==> config.mk <==
export PLATFORM = sky130hd
export DESIGN_NAME = irq_entry_seq
export DESIGN_NICKNAME = d
export VERILOG_FILES = /design/src/rtl/irq_entry_seq.sv
export SDC_FILE = /design/constraint.sdc
export NUM_CORES = 1
export LEC_CHECK = 0
export BUFFER_PORTS_ARGS = -buffer_cell sky130_fd_sc_hd__buf_2
export CAP_MARGIN = 10
export CORE_MARGIN = 1.5
export CORE_UTILIZATION = 38
export CTS_CLUSTER_SIZE = 30
export DETAILED_ROUTE_END_ITERATION = 10
export GPL_TIMING_DRIVEN = 0
export HOLD_SLACK_MARGIN = 0.08
export SETUP_SLACK_MARGIN = 0.2
export SLEW_MARGIN = 20
export SYNTH_ARGS = -nofsm -noshare
export SYNTH_HDL_FRONTEND = slang
export SYNTH_SLANG_ARGS = --single-unit
==> constraint.sdc <==
create_clock -name clk -period 4.8 [get_ports clk]
set_input_delay 0.72 -clock clk [delete_from_list [all_inputs] [get_ports clk]]
set_output_delay 0.72 -clock clk [all_outputs]
set_load 0.05 [all_outputs]
==> src/rtl/irq_entry_seq.sv <==
module irq_entry_seq #(
  parameter int   VEC_W   = 4,
  parameter int   DEPTH   = 8,
  parameter logic IE_INIT = 1'b1
) (
  input  logic               clk,
  input  logic               rst_n,
  input  logic               irq,
  input  logic               exec_done,
  input  logic               op_ret,
  input  logic               op_ei,
  input  logic [VEC_W-1:0]   vec_in,
  output logic [VEC_W+7:0]   pc,
  output logic               fetch,
  output logic               in_entry,
  output logic               iack,
  output logic               ie_flag,
  output logic               ip_flag,
  output logic               stack_err
);
  localparam int PC_W = VEC_W + 8;
  localparam int AW   = $clog2(DEPTH);
  localparam int SP_W = $clog2(DEPTH + 1);

  typedef enum logic [1:0] {S_FETCH, S_EXEC, S_SAVE, S_ACK} st_t;

  st_t               state;
  logic [SP_W-1:0]   sp;
  logic [PC_W-1:0]   stk [DEPTH];

  wire full  = (sp == SP_W'(DEPTH));
  wire empty = (sp == '0);
  wire [AW-1:0] push_idx = AW'(sp);
  wire [AW-1:0] top_idx  = AW'(sp - 1'b1);
  wire [PC_W-1:0] handler = {4'b1111, vec_in, 4'b0000};

  assign fetch    = (state == S_FETCH);
  assign in_entry = (state == S_SAVE) || (state == S_ACK);
  assign iack     = (state == S_ACK);

  always_ff @(posedge clk) begin
    if (state == S_SAVE && !full) stk[push_idx] <= pc;
  end

  always_ff @(posedge clk or negedge rst_n) begin
    if (!rst_n) begin
      state     <= S_FETCH;
      pc        <= '0;
      sp        <= '0;
      ie_flag   <= IE_INIT;
      ip_flag   <= 1'b0;
      stack_err <= 1'b0;
    end else begin
      if (state == S_ACK)  ip_flag <= 1'b0;
      else if (irq)        ip_flag <= 1'b1;

      case (state)
        S_FETCH: begin
          pc    <= pc + 1'b1;
          state <= S_EXEC;
        end
        S_EXEC: if (exec_done) begin
          if (op_ret) begin
            ie_flag <= 1'b1;
            state   <= S_FETCH;
            if (empty) stack_err <= 1'b1;
            else begin
              pc <= stk[top_idx];
              sp <= sp - 1'b1;
            end
          end else begin
            if (op_ei) ie_flag <= 1'b1;
            state <= (ie_flag && ip_flag) ? S_SAVE : S_FETCH;
          end
        end
        S_SAVE: begin
          ie_flag <= 1'b0;
          state   <= S_ACK;
          if (full) stack_err <= 1'b1;
          else      sp <= sp + 1'b1;
        end
        default: begin
          pc    <= handler;
          state <= S_FETCH;
        end
      endcase
    end
  end
endmodule


==> results.md <==
* VDD IR-drop max at 0.258 mV
* Routed Wire Length at 12,000 um
* Post-synth EDFFs at 96
* Final min period at 3.57 ns
* Clock-pin slew on the worst setup and hold paths at 0.06 ns
* Final Util at 0.464
* Top cell by count, worst path: clkbuf_1
* Leakage at 2.15 nW
* GP Congestion at 0.880
* Gr ovfl total at 0
* Critical path launch point: sp[0]$_DFFE_PN0P_
* Die X at 119 um
* Status: finished clean
* NumNets Final at 423
* Synthesized area per cell at 14.2 um^2
* Worst r2r path cells at 11
* CP Capture Type: register
* Critical path class: reg -> reg
* Comb pwr share at 0.369
* Fmax at 280 MHz
* Least-Margin Pin Slew at 0.923 ns
* Post-CTS setup buffer count at 0
* Synth Register Bits at 117
* Synth Cell Area at 5080 um^2
* Die Span Y at 119 um
* Synth Instances at 359
* Ys Warns at 0
* Crit share post-route at 0.745
* Pre-CTS setup slack at 1.17 ns
* Crit path max fanout at 10
* Drt first pass iters at 5
* Clk sinks at 117
* Clock power share at 0.285
* H-Tree Depth at 4
* Filler cell count at 1,168
* # hold bufs at CTS at 0
* Cell Rows at 42
* Final setup violation count at 0
* Worst Skew at 0.0107 ns
* Max-slew violation count at 0
* Tot GR Track Use at 0.182
* Sequential share of power at 0.346
* NetSw at 0.00169 W
* Routed vias/inst at 5.49
* ANT nets after route at 0
* Setup TNS at 0 ns
* Worst Setup Slack, final at 1.23 ns
* Vias post-DR at 3,289
* Reg-to-Reg Start: sp[0]$_DFFE_PN0P_
* Critical Path AT at 3.83 ns
* Die area at 14,100 um^2
* Synth unique cells at 47
* # diodes at 0
* IO Pins at 28
* Final Hold Vio Count at 0
* Slowest cell delay on critical path at 0.54 ns
* Clock root buffer: clkbuf_16
* Number of global-route vias before repair at 3,156
* CTS tree: yes
* Syn Nets at 372
* Ys async rst share at 0.179
* Post-synth top flop: edfxtp_1
* PnR Total Power at 0.00435 W
* Area delta synth->final at 20.0%
* Post-cts sizing count at 0
* CTS Buffer Depth at 2
* Int Pwr at 0.00266 W
* Initial Util at 0.387
* Initial antenna violation count at 0
* CP endpoint: pc[4]$_DFFE_PN0P_
* Worst setup SP type: register
* Core area at 13,100 um^2
* Crit-path slowest cell: clkbuf_1
* Max cap viols at 0
* Inserted Clock Buffers at 17
* Largest net degree at the start of global routing at 22
* Worst hold path class: in -> async
* Post-DP HPWL at 7800 um
* Unrepaired setup endpoints after global routing: no
* Power Density at 712 nW/um^2
* CP cell instances: buf_2 > buf_4 > inv_1 > ha_1 > clkbuf_1 > clkbuf_1 > mux4_2 > nand2_1 > nand3_1 > o2111ai_1 > o221ai_1
* Post-route cell area at 6100 um^2
* RR Endpoint: pc[4]$_DFFE_PN0P_
* DR iter-0 viols at 327
* Sw Ratio at 0.389
* Post-synthesis sequential area ratio at 0.671
* Drt drc at 0
* Data required time of the worst path at 5.05 ns
* Number of port buffers at 27
* Wire length per cell at 20.1 um
* Ratio of cells with drive above 1 in the final layout at 0.232
* Relative slew slack at 0.384
* Global-route wire length before repair at 18,800 um
* Flop-to-flop setup slack at 1.23 ns
* Placed Area at 5520 um^2
* Clock latency on the worst-skew pair at 0.41 ns
-- cell usage after synthesis, types with 3 or more instances --
cell | n | area (um^2)
o21ai_0 | 15 | 75.1
dfrtp_1 | 20 | 500
nor4_1 | 3 | 18.8
nor3b_1 | 3 | 22.5
a21oi_1 | 11 | 55.1
nor2_1 | 27 | 101
buf_2 | 3 | 15.0
or2_2 | 4 | 25.0
and3_1 | 5 | 31.3
clkbuf_1 | 13 | 48.8
mux2i_1 | 6 | 60.1
nand4_1 | 6 | 37.5
inv_1 | 6 | 22.5
edfxtp_1 | 96 | 2880
a31oi_1 | 5 | 31.3
nand2_1 | 49 | 184
nor2b_1 | 5 | 31.3
nor3_1 | 10 | 50.1
ha_1 | 3 | 37.5
o2111ai_1 | 5 | 43.8
nand3_1 | 11 | 55.1
mux4_2 | 13 | 293
mux4_1 | 5 | 131
xnor2_1 | 5 | 43.8
-- cell type report --
class / instances / area [um^2] / area share
clock inverter: 15 / 156 / 0.0256
tap: 176 / 220 / 0.0361
inverter: 6 / 22.5 / 0.00369
timing repair buffer: 32 / 191 / 0.0314
multi-input combinational: 216 / 1580 / 0.259
buffer: 20 / 97.6 / 0.0160
sequential: 117 / 3410 / 0.559
clock buffer: 17 / 425 / 0.0697
-- state kept, by name, summed over array words and instances, names as in the netlist --
register and count:
ip_flag 1, sp 4, ie_flag 1, stk 96, state 2, pc 12
stack_err 1
-- worst max-delay path, delay by kind of cell (launching register included) --
kind / cells / cell delay [ns]
buffers and inverters: 5 / 1.91
multiplexers: 1 / 0.41
adder cells (fa/ha/maj): 1 / 0.31
AND/OR/NAND/NOR: 2 / 0.16
AO/OA/AOI/OAI: 2 / 0.27
flip-flops: 1 / 0.35
-- how the worst min path moves through the flow --
stage,start,end,slack (ns)
5_1_grt,rst_n,sp[1]$_DFFE_PN0P_,0.32
4_1_cts,rst_n,sp[0]$_DFFE_PN0P_,0.29
6_report,rst_n,pc[7]$_DFFE_PN0P_,0.29
3_3_place_gp,stack_err$_DFFE_PN0P_,stack_err$_DFFE_PN0P_,0.44
2_1_floorplan,rst_n,ip_flag$_DFFE_PN0P_,0.42
3_5_place_dp,stack_err$_DFFE_PN0P_,stack_err$_DFFE_PN0P_,0.45
-- layer usage --
metal | share of wire | routed length, um | up-vias | track usage
li1 | - | - | 1481 | -
met1 | 0.45 | 5410 | 1658 | 0.262
met2 | 0.47 | 5660 | 130 | 0.276
met3 | 0.059 | 708 | 20 | 0.0391
met4 | 0.019 | 228 | 0 | 0.0640
met5 | 0 | 0 | - | 0
-- layout by cell type, fill, tap and decap left out, drive strengths merged, types with 6 or more instances in the layout --
| cell type | instances |
|---|---|
| edfxtp | 96 |
| nand2 | 49 |
| buf | 39 |
| clkbuf | 30 |
| nor2 | 27 |
| dfrtp | 20 |
| mux4 | 18 |
| o21ai | 16 |
| a21oi | 11 |
| nand3 | 11 |
| nor3 | 10 |
| inv | 9 |
| mux2i | 6 |
| nand4 | 6 |
| clkinv | 6 |
-- logic make-up after synthesis --
kind of cell    after synthesis  share of synthesized area
simple gates                130                      0.120
xor+xnor                      6                     0.0140
buf+inv                      26                     0.0236
fa+ha+maj                     3                    0.00738
compound gates               51                     0.0647
flops                       117                      0.671
mux                          26                     0.0997
-- metrics by stage --
stage	hold WS, ns	cells
6_report	0.287	599
5_1_grt	0.315	599
4_1_cts	0.290	599
3_5_place_dp	0.447	567
3_3_place_gp	0.440	562
2_1_floorplan	0.424	359
-- power groups by stage --
stage / Sequential, W / Clock (W) / Combinational, W
global route: 0.00154 / 0.00130 / 0.00173
floorplan: 0.00164 / 0 / 0.00101
global placement: 0.00151 / 0 / 0.00159
finish: 0.00151 / 0.00124 / 0.00160
CTS: 0.00151 / 0.00125 / 0.00162
detailed placement: 0.00152 / 0 / 0.00161
Note: power is estimated with default switching activity, not from simulation.
